==> src/rtl/ptg_pkg.sv <==
package ptg_pkg;

    localparam int DATA_W  = 32;
    localparam int SEC_W   = 32;
    localparam int SUB_W   = 31;
    localparam int ADDR_W  = 8;
    localparam int MAX_OUT = 4;

    localparam logic [ADDR_W-1:0] ADDR_CTRL = 8'h00;
    localparam logic [ADDR_W-1:0] ADDR_CAP  = 8'h04;
    localparam logic [ADDR_W-1:0] CH_BASE   = 8'h20;

    typedef enum logic [3:0] {
        CMD_NONE  = 4'h0,
        CMD_START = 4'h2,
        CMD_STOP  = 4'h5
    } cmd_e;

    typedef enum logic [1:0] {
        REG_TSEC = 2'd0,
        REG_TSUB = 2'd1,
        REG_IVL  = 2'd2,
        REG_WID  = 2'd3
    } chreg_e;

    typedef struct packed {
        logic [SEC_W-1:0] sec;
        logic [SUB_W-1:0] sub;
    } systime_t;

    typedef struct packed {
        logic       multi;
        logic [1:0] mode;
    } chcfg_t;

    function automatic logic time_reached(input systime_t now, input systime_t tgt);
        return now >= tgt;
    endfunction

endpackage

==> src/rtl/ptg_ctrl.sv <==
module ptg_ctrl
    import ptg_pkg::*;
#(
    parameter int NUM_OUT = 4
) (
    input  logic                 clk_i,
    input  logic                 rst_i,
    input  logic                 wr_i,
    input  logic [DATA_W-1:0]    wdata_i,
    output logic                 glob_en_o,
    output logic [NUM_OUT-1:0]   start_o,
    output logic [NUM_OUT-1:0]   stop_o,
    output logic [DATA_W-1:0]    rd_o
);

    logic [3:0] cmd_q [NUM_OUT];
    chcfg_t     cfg_q [NUM_OUT];
    logic       glob_q;

    always_ff @(posedge clk_i) begin
        if (rst_i)      glob_q <= 1'b0;
        else if (wr_i)  glob_q <= wdata_i[4];
    end

    for (genvar n = 0; n < NUM_OUT; n++) begin : g_byte
        always_ff @(posedge clk_i) begin
            if (rst_i) begin
                cmd_q[n] <= CMD_NONE;
                cfg_q[n] <= '0;
            end else if (wr_i) begin
                cmd_q[n] <= wdata_i[8*n +: 4];
                cfg_q[n] <= chcfg_t'({wdata_i[8*n+7], wdata_i[8*n+6 -: 2]});
            end else begin
                cmd_q[n] <= CMD_NONE;
            end
        end

        assign start_o[n] = (cmd_q[n] == CMD_START);
        assign stop_o[n]  = (cmd_q[n] == CMD_STOP);


        cmd_clear_chk: assert property (@(posedge clk_i) disable iff (rst_i)
            (cmd_q[n] != 4'h0 && !wr_i) |=> (cmd_q[n] == 4'h0));
    end

    always_comb begin
        rd_o = '0;
        for (int n = 0; n < NUM_OUT; n++) begin
            rd_o[8*n +: 8] = {cfg_q[n].multi, cfg_q[n].mode, 1'b0, cmd_q[n]};
        end
        rd_o[4] = glob_q;
    end

    assign glob_en_o = glob_q;

endmodule

==> src/rtl/ptg_channel.sv <==
module ptg_channel
    import ptg_pkg::*;
(
    input  logic              clk_i,
    input  logic              rst_i,
    input  logic              glob_en_i,
    input  logic              start_i,
    input  logic              stop_i,
    input  systime_t          now_i,
    input  logic              tick_i,
    input  logic              wr_i,
    input  chreg_e            sel_i,
    input  logic [DATA_W-1:0] wdata_i,
    output logic [DATA_W-1:0] rd_o,
    output logic              pulse_o
);

    systime_t          tgt_q;
    logic [DATA_W-1:0] ivl_q;
    logic [DATA_W-1:0] wid_q;
    logic [DATA_W-1:0] cnt_q;
    logic              busy_q;
    logic              run_q;
    logic              stop_pend_q;

    logic start_ok;
    logic reach;
    logic period_end;
    logic tgt_wr_ok;

    assign tgt_wr_ok  = wr_i && !busy_q;
    assign start_ok   = start_i && !busy_q && (ivl_q != '0);
    assign reach      = busy_q && time_reached(now_i, tgt_q);
    assign period_end = run_q && tick_i && (cnt_q >= ivl_q);

    // register file
    always_ff @(posedge clk_i) begin
        if (rst_i) begin
            tgt_q <= '0;
            ivl_q <= '0;
            wid_q <= '0;
        end else if (wr_i) begin
            case (sel_i)
                REG_TSEC: if (tgt_wr_ok) tgt_q.sec <= wdata_i;
                REG_TSUB: if (tgt_wr_ok) tgt_q.sub <= wdata_i[SUB_W-1:0];
                REG_IVL:  ivl_q <= wdata_i;
                REG_WID:  wid_q <= wdata_i;
                default:  ;
            endcase
        end
    end

    // train engine
    always_ff @(posedge clk_i) begin
        if (rst_i) begin
            busy_q      <= 1'b0;
            run_q       <= 1'b0;
            stop_pend_q <= 1'b0;
            cnt_q       <= '0;
        end else if (start_ok) begin
            busy_q      <= 1'b1;
            run_q       <= 1'b0;
            stop_pend_q <= 1'b0;
            cnt_q       <= '0;
        end else if (stop_i && busy_q) begin
            busy_q      <= 1'b0;
        end else if (reach) begin
            busy_q      <= 1'b0;
            run_q       <= 1'b1;
            stop_pend_q <= 1'b0;
            cnt_q       <= '0;
        end else if (run_q) begin
            if (period_end) begin
                cnt_q <= '0;
                if (stop_pend_q || stop_i) begin
                    run_q       <= 1'b0;
                    stop_pend_q <= 1'b0;
                end
            end else begin
                if (tick_i) cnt_q <= cnt_q + 1'b1;
                if (stop_i) stop_pend_q <= 1'b1;
            end
        end
    end

    assign pulse_o = glob_en_i && run_q && (cnt_q <= wid_q);

    always_comb begin
        case (sel_i)
            REG_TSEC: rd_o = tgt_q.sec;
            REG_TSUB: rd_o = {busy_q, tgt_q.sub};
            REG_IVL:  rd_o = ivl_q;
            default:  rd_o = wid_q;
        endcase
    end

    logic unused_wbit;
    assign unused_wbit = wdata_i[DATA_W-1];


    tgt_lock_chk: assert property (@(posedge clk_i) disable iff (rst_i)
        (wr_i && busy_q) |=> $stable(tgt_q));


    reach_go_chk: assert property (@(posedge clk_i) disable iff (rst_i)
        (reach && !stop_i) |=> (run_q && !busy_q));


    busy_run_excl_chk: assert property (@(posedge clk_i) disable iff (rst_i)
        !(busy_q && run_q));


    ivl_zero_chk: assert property (@(posedge clk_i) disable iff (rst_i)
        (start_i && !busy_q && ivl_q == '0) |=> !busy_q);


    pulse_gate_chk: assert property (@(posedge clk_i) disable iff (rst_i)
        pulse_o |-> (glob_en_i && run_q));


    stop_cancel_chk: assert property (@(posedge clk_i) disable iff (rst_i)
        (stop_i && busy_q) |=> (!busy_q && !run_q));

endmodule

==> src/rtl/pulse_train_gen.sv <==
module pulse_train_gen
    import ptg_pkg::*;
#(
    parameter int NUM_OUT = 4
) (
    input  logic               clk_i,
    input  logic               rst_i,
    input  logic               wr_en_i,
    input  logic [7:0]         addr_i,
    input  logic [31:0]        wdata_i,
    output logic [31:0]        rdata_o,
    input  logic               tick_i,
    input  logic [31:0]        sys_sec_i,
    input  logic [30:0]        sys_sub_i,
    output logic [NUM_OUT-1:0] pulse_o
);

    localparam logic [3:0] IDX_LIM = 4'(NUM_OUT);
    localparam logic [2:0] CAP_VAL = 3'(NUM_OUT);

    logic [7:0] ch_off;
    logic [3:0] ch_idx;
    logic       ch_hit;
    chreg_e     ch_sel;
    logic       ctrl_wr;

    logic               glob_en;
    logic [NUM_OUT-1:0] start_v;
    logic [NUM_OUT-1:0] stop_v;
    logic [31:0]        ctrl_rd;
    logic [31:0]        ch_rd [NUM_OUT];
    systime_t           now;

    assign ch_off  = addr_i - CH_BASE;
    assign ch_idx  = ch_off[7:4];
    assign ch_hit  = (addr_i >= CH_BASE) && (ch_idx < IDX_LIM);
    assign ch_sel  = chreg_e'(ch_off[3:2]);
    assign ctrl_wr = wr_en_i && (addr_i == ADDR_CTRL);
    assign now     = '{sec: sys_sec_i, sub: sys_sub_i};

    logic [1:0] unused_lsb;
    assign unused_lsb = ch_off[1:0];

    ptg_ctrl #(.NUM_OUT(NUM_OUT)) ctrl_i (
        .clk_i     (clk_i),
        .rst_i     (rst_i),
        .wr_i      (ctrl_wr),
        .wdata_i   (wdata_i),
        .glob_en_o (glob_en),
        .start_o   (start_v),
        .stop_o    (stop_v),
        .rd_o      (ctrl_rd)
    );

    for (genvar n = 0; n < NUM_OUT; n++) begin : g_ch
        logic ch_wr;
        assign ch_wr = wr_en_i && ch_hit && (ch_idx == 4'(n));

        ptg_channel chan_i (
            .clk_i     (clk_i),
            .rst_i     (rst_i),
            .glob_en_i (glob_en),
            .start_i   (start_v[n]),
            .stop_i    (stop_v[n]),
            .now_i     (now),
            .tick_i    (tick_i),
            .wr_i      (ch_wr),
            .sel_i     (ch_sel),
            .wdata_i   (wdata_i),
            .rd_o      (ch_rd[n]),
            .pulse_o   (pulse_o[n])
        );
    end

    always_comb begin
        rdata_o = '0;
        if (addr_i == ADDR_CTRL) begin
            rdata_o = ctrl_rd;
        end else if (addr_i == ADDR_CAP) begin
            rdata_o = {5'b0, CAP_VAL, 24'b0};
        end else if (ch_hit) begin
            for (int n = 0; n < NUM_OUT; n++) begin
                if (ch_idx == 4'(n)) rdata_o = ch_rd[n];
            end
        end
    end


    cap_const_chk: assert property (@(posedge clk_i) disable iff (rst_i)
        (addr_i == ADDR_CAP) |-> (rdata_o[26:24] == CAP_VAL && rdata_o[23:0] == '0));

endmodule

==> config.mk <==
export PLATFORM = sky130hd
export DESIGN_NAME = pulse_train_gen
export DESIGN_NICKNAME = d
export VERILOG_FILES = /design/src/rtl/ptg_pkg.sv /design/src/rtl/ptg_ctrl.sv /design/src/rtl/ptg_channel.sv /design/src/rtl/pulse_train_gen.sv
export SDC_FILE = /design/constraint.sdc
export NUM_CORES = 2
export LEC_CHECK = 0
export ABC_AREA = 1
export BUFFER_PORTS_ARGS = -buffer_cell sky130_fd_sc_hd__buf_4
export CORE_MARGIN = 5
export CORE_UTILIZATION = 60
export DETAILED_ROUTE_END_ITERATION = 8
export PLACE_DENSITY = 0.74
export SLEW_MARGIN = 20
export SYNTH_ARGS = -nofsm -noshare
export SYNTH_HDL_FRONTEND = slang
export SYNTH_HIERARCHICAL = 1
export SYNTH_SLANG_ARGS = --single-unit
==> constraint.sdc <==
create_clock -name clk_i -period 3.1 [get_ports clk_i]
set_clock_uncertainty 0.2 [all_clocks]
set_input_delay 0 -clock clk_i [delete_from_list [all_inputs] [get_ports clk_i]]
set_output_delay 0 -clock clk_i [all_outputs]
set_load 0.05 [all_outputs]
==> qor.yml <==
outcome:
  outcome: "finished with violations"
  failed_checks: "setup timing"
place:
  dpl_cell_area_um2: 47600
  dpl.cell_count: 7492
  gpl.final_weighted_congestion: 1.14
  buffer_ports.inserted: 142
  place_hpwl_um: 130000
floorplanning:
  die_outline_area_um2: 81000
  die_height_um: 285
  effective_utilization_at_floorplan_pct: 60.6
  num_rows: 100
  num_io_pins: 143
  fp.coreArea_um2: 74600
  dieWidth_um: 285
cts:
  clockBufferDepth: 3
  cts_root_buf: "sky130_fd_sc_hd__clkbuf_16"
  clk_latency_ns: 0.65
  cts.clk_slew.worst_paths_ns: 0.06
  clock-sinks: 677
  post-cts-setup-buffers: 0
  h_tree_depth: 3
  cts_buffers: 79
  cts_tree: "built"
sta:
  setup_viol: 1
  worst_hold_slack_ns: 0.0728
  tightestPinTransition_ns: 1.18
  fmax_mhz: 316
  slew-limit-headroom_pct: 20.9
  finalCritPeriodShare_pct: 102
  timing.setup.tns_ns: -0.0694
  final.min_clock_period_ns: 3.17
  slew_viol_final: 0
  final_critical_path_setup_slack_ns: -0.0694
  hold_viol: 0
  setup_repair_after_global_routing_missed_its_margin: "false"
cells_and_area:
  share_of_cells_above_drive_strength_1_pct: 9.15
  post_layout_nonfiller_instances: 7699
  finalNetCount: 7272
  area_growth_pct: 12.4
  layout.cells.most_common_list: "sky130_fd_sc_hd__nand2_1, sky130_fd_sc_hd__a21oi_1, sky130_fd_sc_hd__inv_1"
  post-route-cell-area_um2: 50800
  final_common_cell: "sky130_fd_sc_hd__nand2_1"
  fill_cells: 6628
min_path:
  worst_hold_path_type: "input port to flip-flop"
  destination_of_the_worst_hold_path: "g_ch[1].chan_i/tgt_q[0]$_SDFFE_PP0P_"
  min_delay_path_depth: 8
  min_from: "addr_i[5]"
critical_path:
  worst_setup_path_type: "flip-flop to primary output"
  crit_path_max_fanout: 3
  cp_depth: 9
  timing.critical_path.slowest_cell_delay_ns: 0.57
  worst-path-buf-inv: 1
  crit_top_cell: "sky130_fd_sc_hd__nand2_1"
  reg2reg_slack_ns: 0.19
  timing.critical_path.max_delay_family: "compound AO/OA/AOI/OAI gates"
  data_required_time_of_the_worst_path_ns: 2.90
  r2r-end: "g_ch[0].chan_i/cnt_q[7]$_SDFFE_PP0P_"
  worst_path_max_delay_cell: "sky130_fd_sc_hd__o211ai_1"
  timing.critical_path.arrival_ns: 2.97
  cp-start-kind: "flip-flop"
  timing.critical_path.cells: "nand2_1 -> o21ai_0 -> a21oi_1 -> o21ai_0 -> o211ai_1 -> nand3_2 -> nand2_1 -> nand2_1 -> buf_4"
  regToRegStartpoint: "g_ch[0].chan_i/tgt_q[6]$_SDFFE_PP0P_"
  reg2regPathDepth: 18
  timing.critical_path.to_type: "primary output"
synthesis:
  yosysTopAreaCell: "sky130_fd_sc_hd__dfxtp_1"
  synth-warning-count: 6
  synth_cell_types: 44
  average_size_of_a_mapped_cell_um2: 6.97
  synth_sequential_area_ratio_pct: 30.6
  synth.top_cells.by_area: "sky130_fd_sc_hd__dfxtp_1, sky130_fd_sc_hd__ha_1, sky130_fd_sc_hd__nand2_1"
  netlist.area_leader.share_pct: 28.7
  synth-seq-cells: 677
  synth_area_um2: 45200
  synth_cells: 6489
pwr:
  power.sequential.fraction_pct: 41.4
  overall_power_of_the_completed_layout_uw: 21500
  internal-power_uw: 15500
  pwr-share-comb_pct: 12.2
  clockPowerShare_pct: 46.4
  irDropWorstVdd_uv: 463
  cellLeakagePower_uw: 0.0214
  net_sw_share_pct: 27.6
  power.switching_uw: 5920
  power_density_nw_per_um2: 422
routing:
  num_vias: 47012
  detail_route.drc_violations: 0
  final_wirelength_um: 179000
  via_per_inst: 6.11
  drt.antenna.violating_nets: 0
  drtPass1Iterations: 6
  wl_per_cell_um: 23.3
  drt_iter0_drc: 6832
flow_run:
  cap_viol_max_count: 0
global_route:
  grt_first_pass_wirelength_um: 260000
  gr-usage-all-layers_pct: 42.0
  globalRouteOverflowTotal: 0
  first_global_vias: 41289
  grt_start_max_net_pins: 128
  grt_antenna_before_repair: 13
flip-flops by register name (all words and copies together) (netlist names):
register,flops
g_ch.chan_i/cnt_q,128
ctrl_i/cfg_q,12
ctrl_i/cmd_q,16
g_ch.chan_i/run_q,4
g_ch.chan_i/wid_q,128
g_ch.chan_i/ivl_q,128
g_ch.chan_i/busy_q,4
ctrl_i/glob_en_o,1
g_ch.chan_i/tgt_q,252
g_ch.chan_i/stop_pend_q,4
cell families (layout without fill, tap and decap cells):
| kind of cell | Yosys count | after routing | share of synthesized area (%) |
|---|---|---|---|
| DFF | 677 | 677 | 30.6 |
| other | 2 | 36 | 0.0166 |
| adders and majority gates | 514 | 514 | 14.2 |
| xor gates and xnor gates | 112 | 112 | 2.17 |
| AOI/OAI and AO/OA | 1808 | 1808 | 21.0 |
| and+or+nand+nor | 2244 | 2244 | 21.9 |
| buffers and inverters | 1132 | 1339 | 10.1 |
area by class of cell:
class,instances,area [µm²],area share (%)
Multi-Input combinational cell,4697,27000,53.1
Antenna cell,17,42.5,0.0837
Clock inverter,33,400,0.788
Inverter,848,3180,6.26
Sequential cell,677,13800,27.2
Timing Repair Buffer,348,2850,5.60
Tap cell,969,1210,2.39
Clock buffer,110,2330,4.59
tightest hold or removal path: cells and delay by family:
kind / cells / cell delay (ns)
AND/OR/NAND/NOR: 4 / 0.36
buffers and inverters: 3 / 0.35
AO/OA/AOI/OAI: 1 / 0.14
synthesized netlist by cell type (all sizes together):
master	count
nand2	1231
a21oi	881
inv	844
o21ai	708
dfxtp	649
nor2	586
ha	514
clkbuf	200
nand3	132
o22ai	116
xor2	100
nor3	98
buf	84
nand3b	73
nand4	72
nor4	48
o211ai	43
edfxtp	28
a21o	20
o21a	20
xnor2	12
a21boi	4
a31oi	4
and3	4
clkinv	4
o2111ai	4
o21bai	4
o221ai	4
conb	2
repair_timing:
| item | 4_1_cts | 5_1_grt |
|---|---|---|
| endpoints found under the hold margin | 636 | 0 |
| hold buffers | 47 | 0 |
| endpoints found under the setup margin | 0 | 2 |
| resized for setup | 0 | 2 |
power by group through the flow:
stage,Combinational [µW],Sequential (µW),Clock (µW)
2_1_floorplan,1390,9070,0
3_3_place_gp,2400,9080,0
3_5_place_dp,2440,9090,0
4_1_cts,2490,8890,9970
5_1_grt,2770,8900,10300
6_report,2610,8900,9960
metal layers:
layer | global-route usage [%] | vias to the layer above | wire, µm
met5 | 0 | - | 31
met2 | 61.1 | 2894 | 72900
met1 | 56.9 | 21529 | 70000
li1 | - | 21992 | -
met3 | 10.0 | 593 | 23400
met4 | 23.9 | 4 | 13000
stage by stage:
stage	worst slack, ns	util (%)
after floorplan	0.591	-
after CTS	0.124	68.1
after global placement	0.320	63.8
final	-0.0694	68.1
after detailed placement	0.260	63.8
after global routing	0.0491	68.1
worst max path at each step:
stage	end	start	slack, ns
global placement	g_ch[0].chan_i/cnt_q[0]$_SDFFE_PP0P_	g_ch[0].chan_i/tgt_q[6]$_SDFFE_PP0P_	0.32
CTS	rdata_o[15]	g_ch[2].chan_i/ivl_q[15]$_SDFFE_PP0P_	0.12
floorplan	g_ch[0].chan_i/tgt_q[53]$_SDFFE_PP0P_	addr_i[5]	0.59
global route	rdata_o[15]	g_ch[2].chan_i/ivl_q[15]$_SDFFE_PP0P_	0.05
detailed placement	g_ch[0].chan_i/cnt_q[30]$_SDFFE_PP0P_	g_ch[0].chan_i/tgt_q[6]$_SDFFE_PP0P_	0.26
finish	rdata_o[15]	g_ch[2].chan_i/ivl_q[15]$_SDFFE_PP0P_	-0.07
No activity file was read; power rests on OpenSTA's default activity.
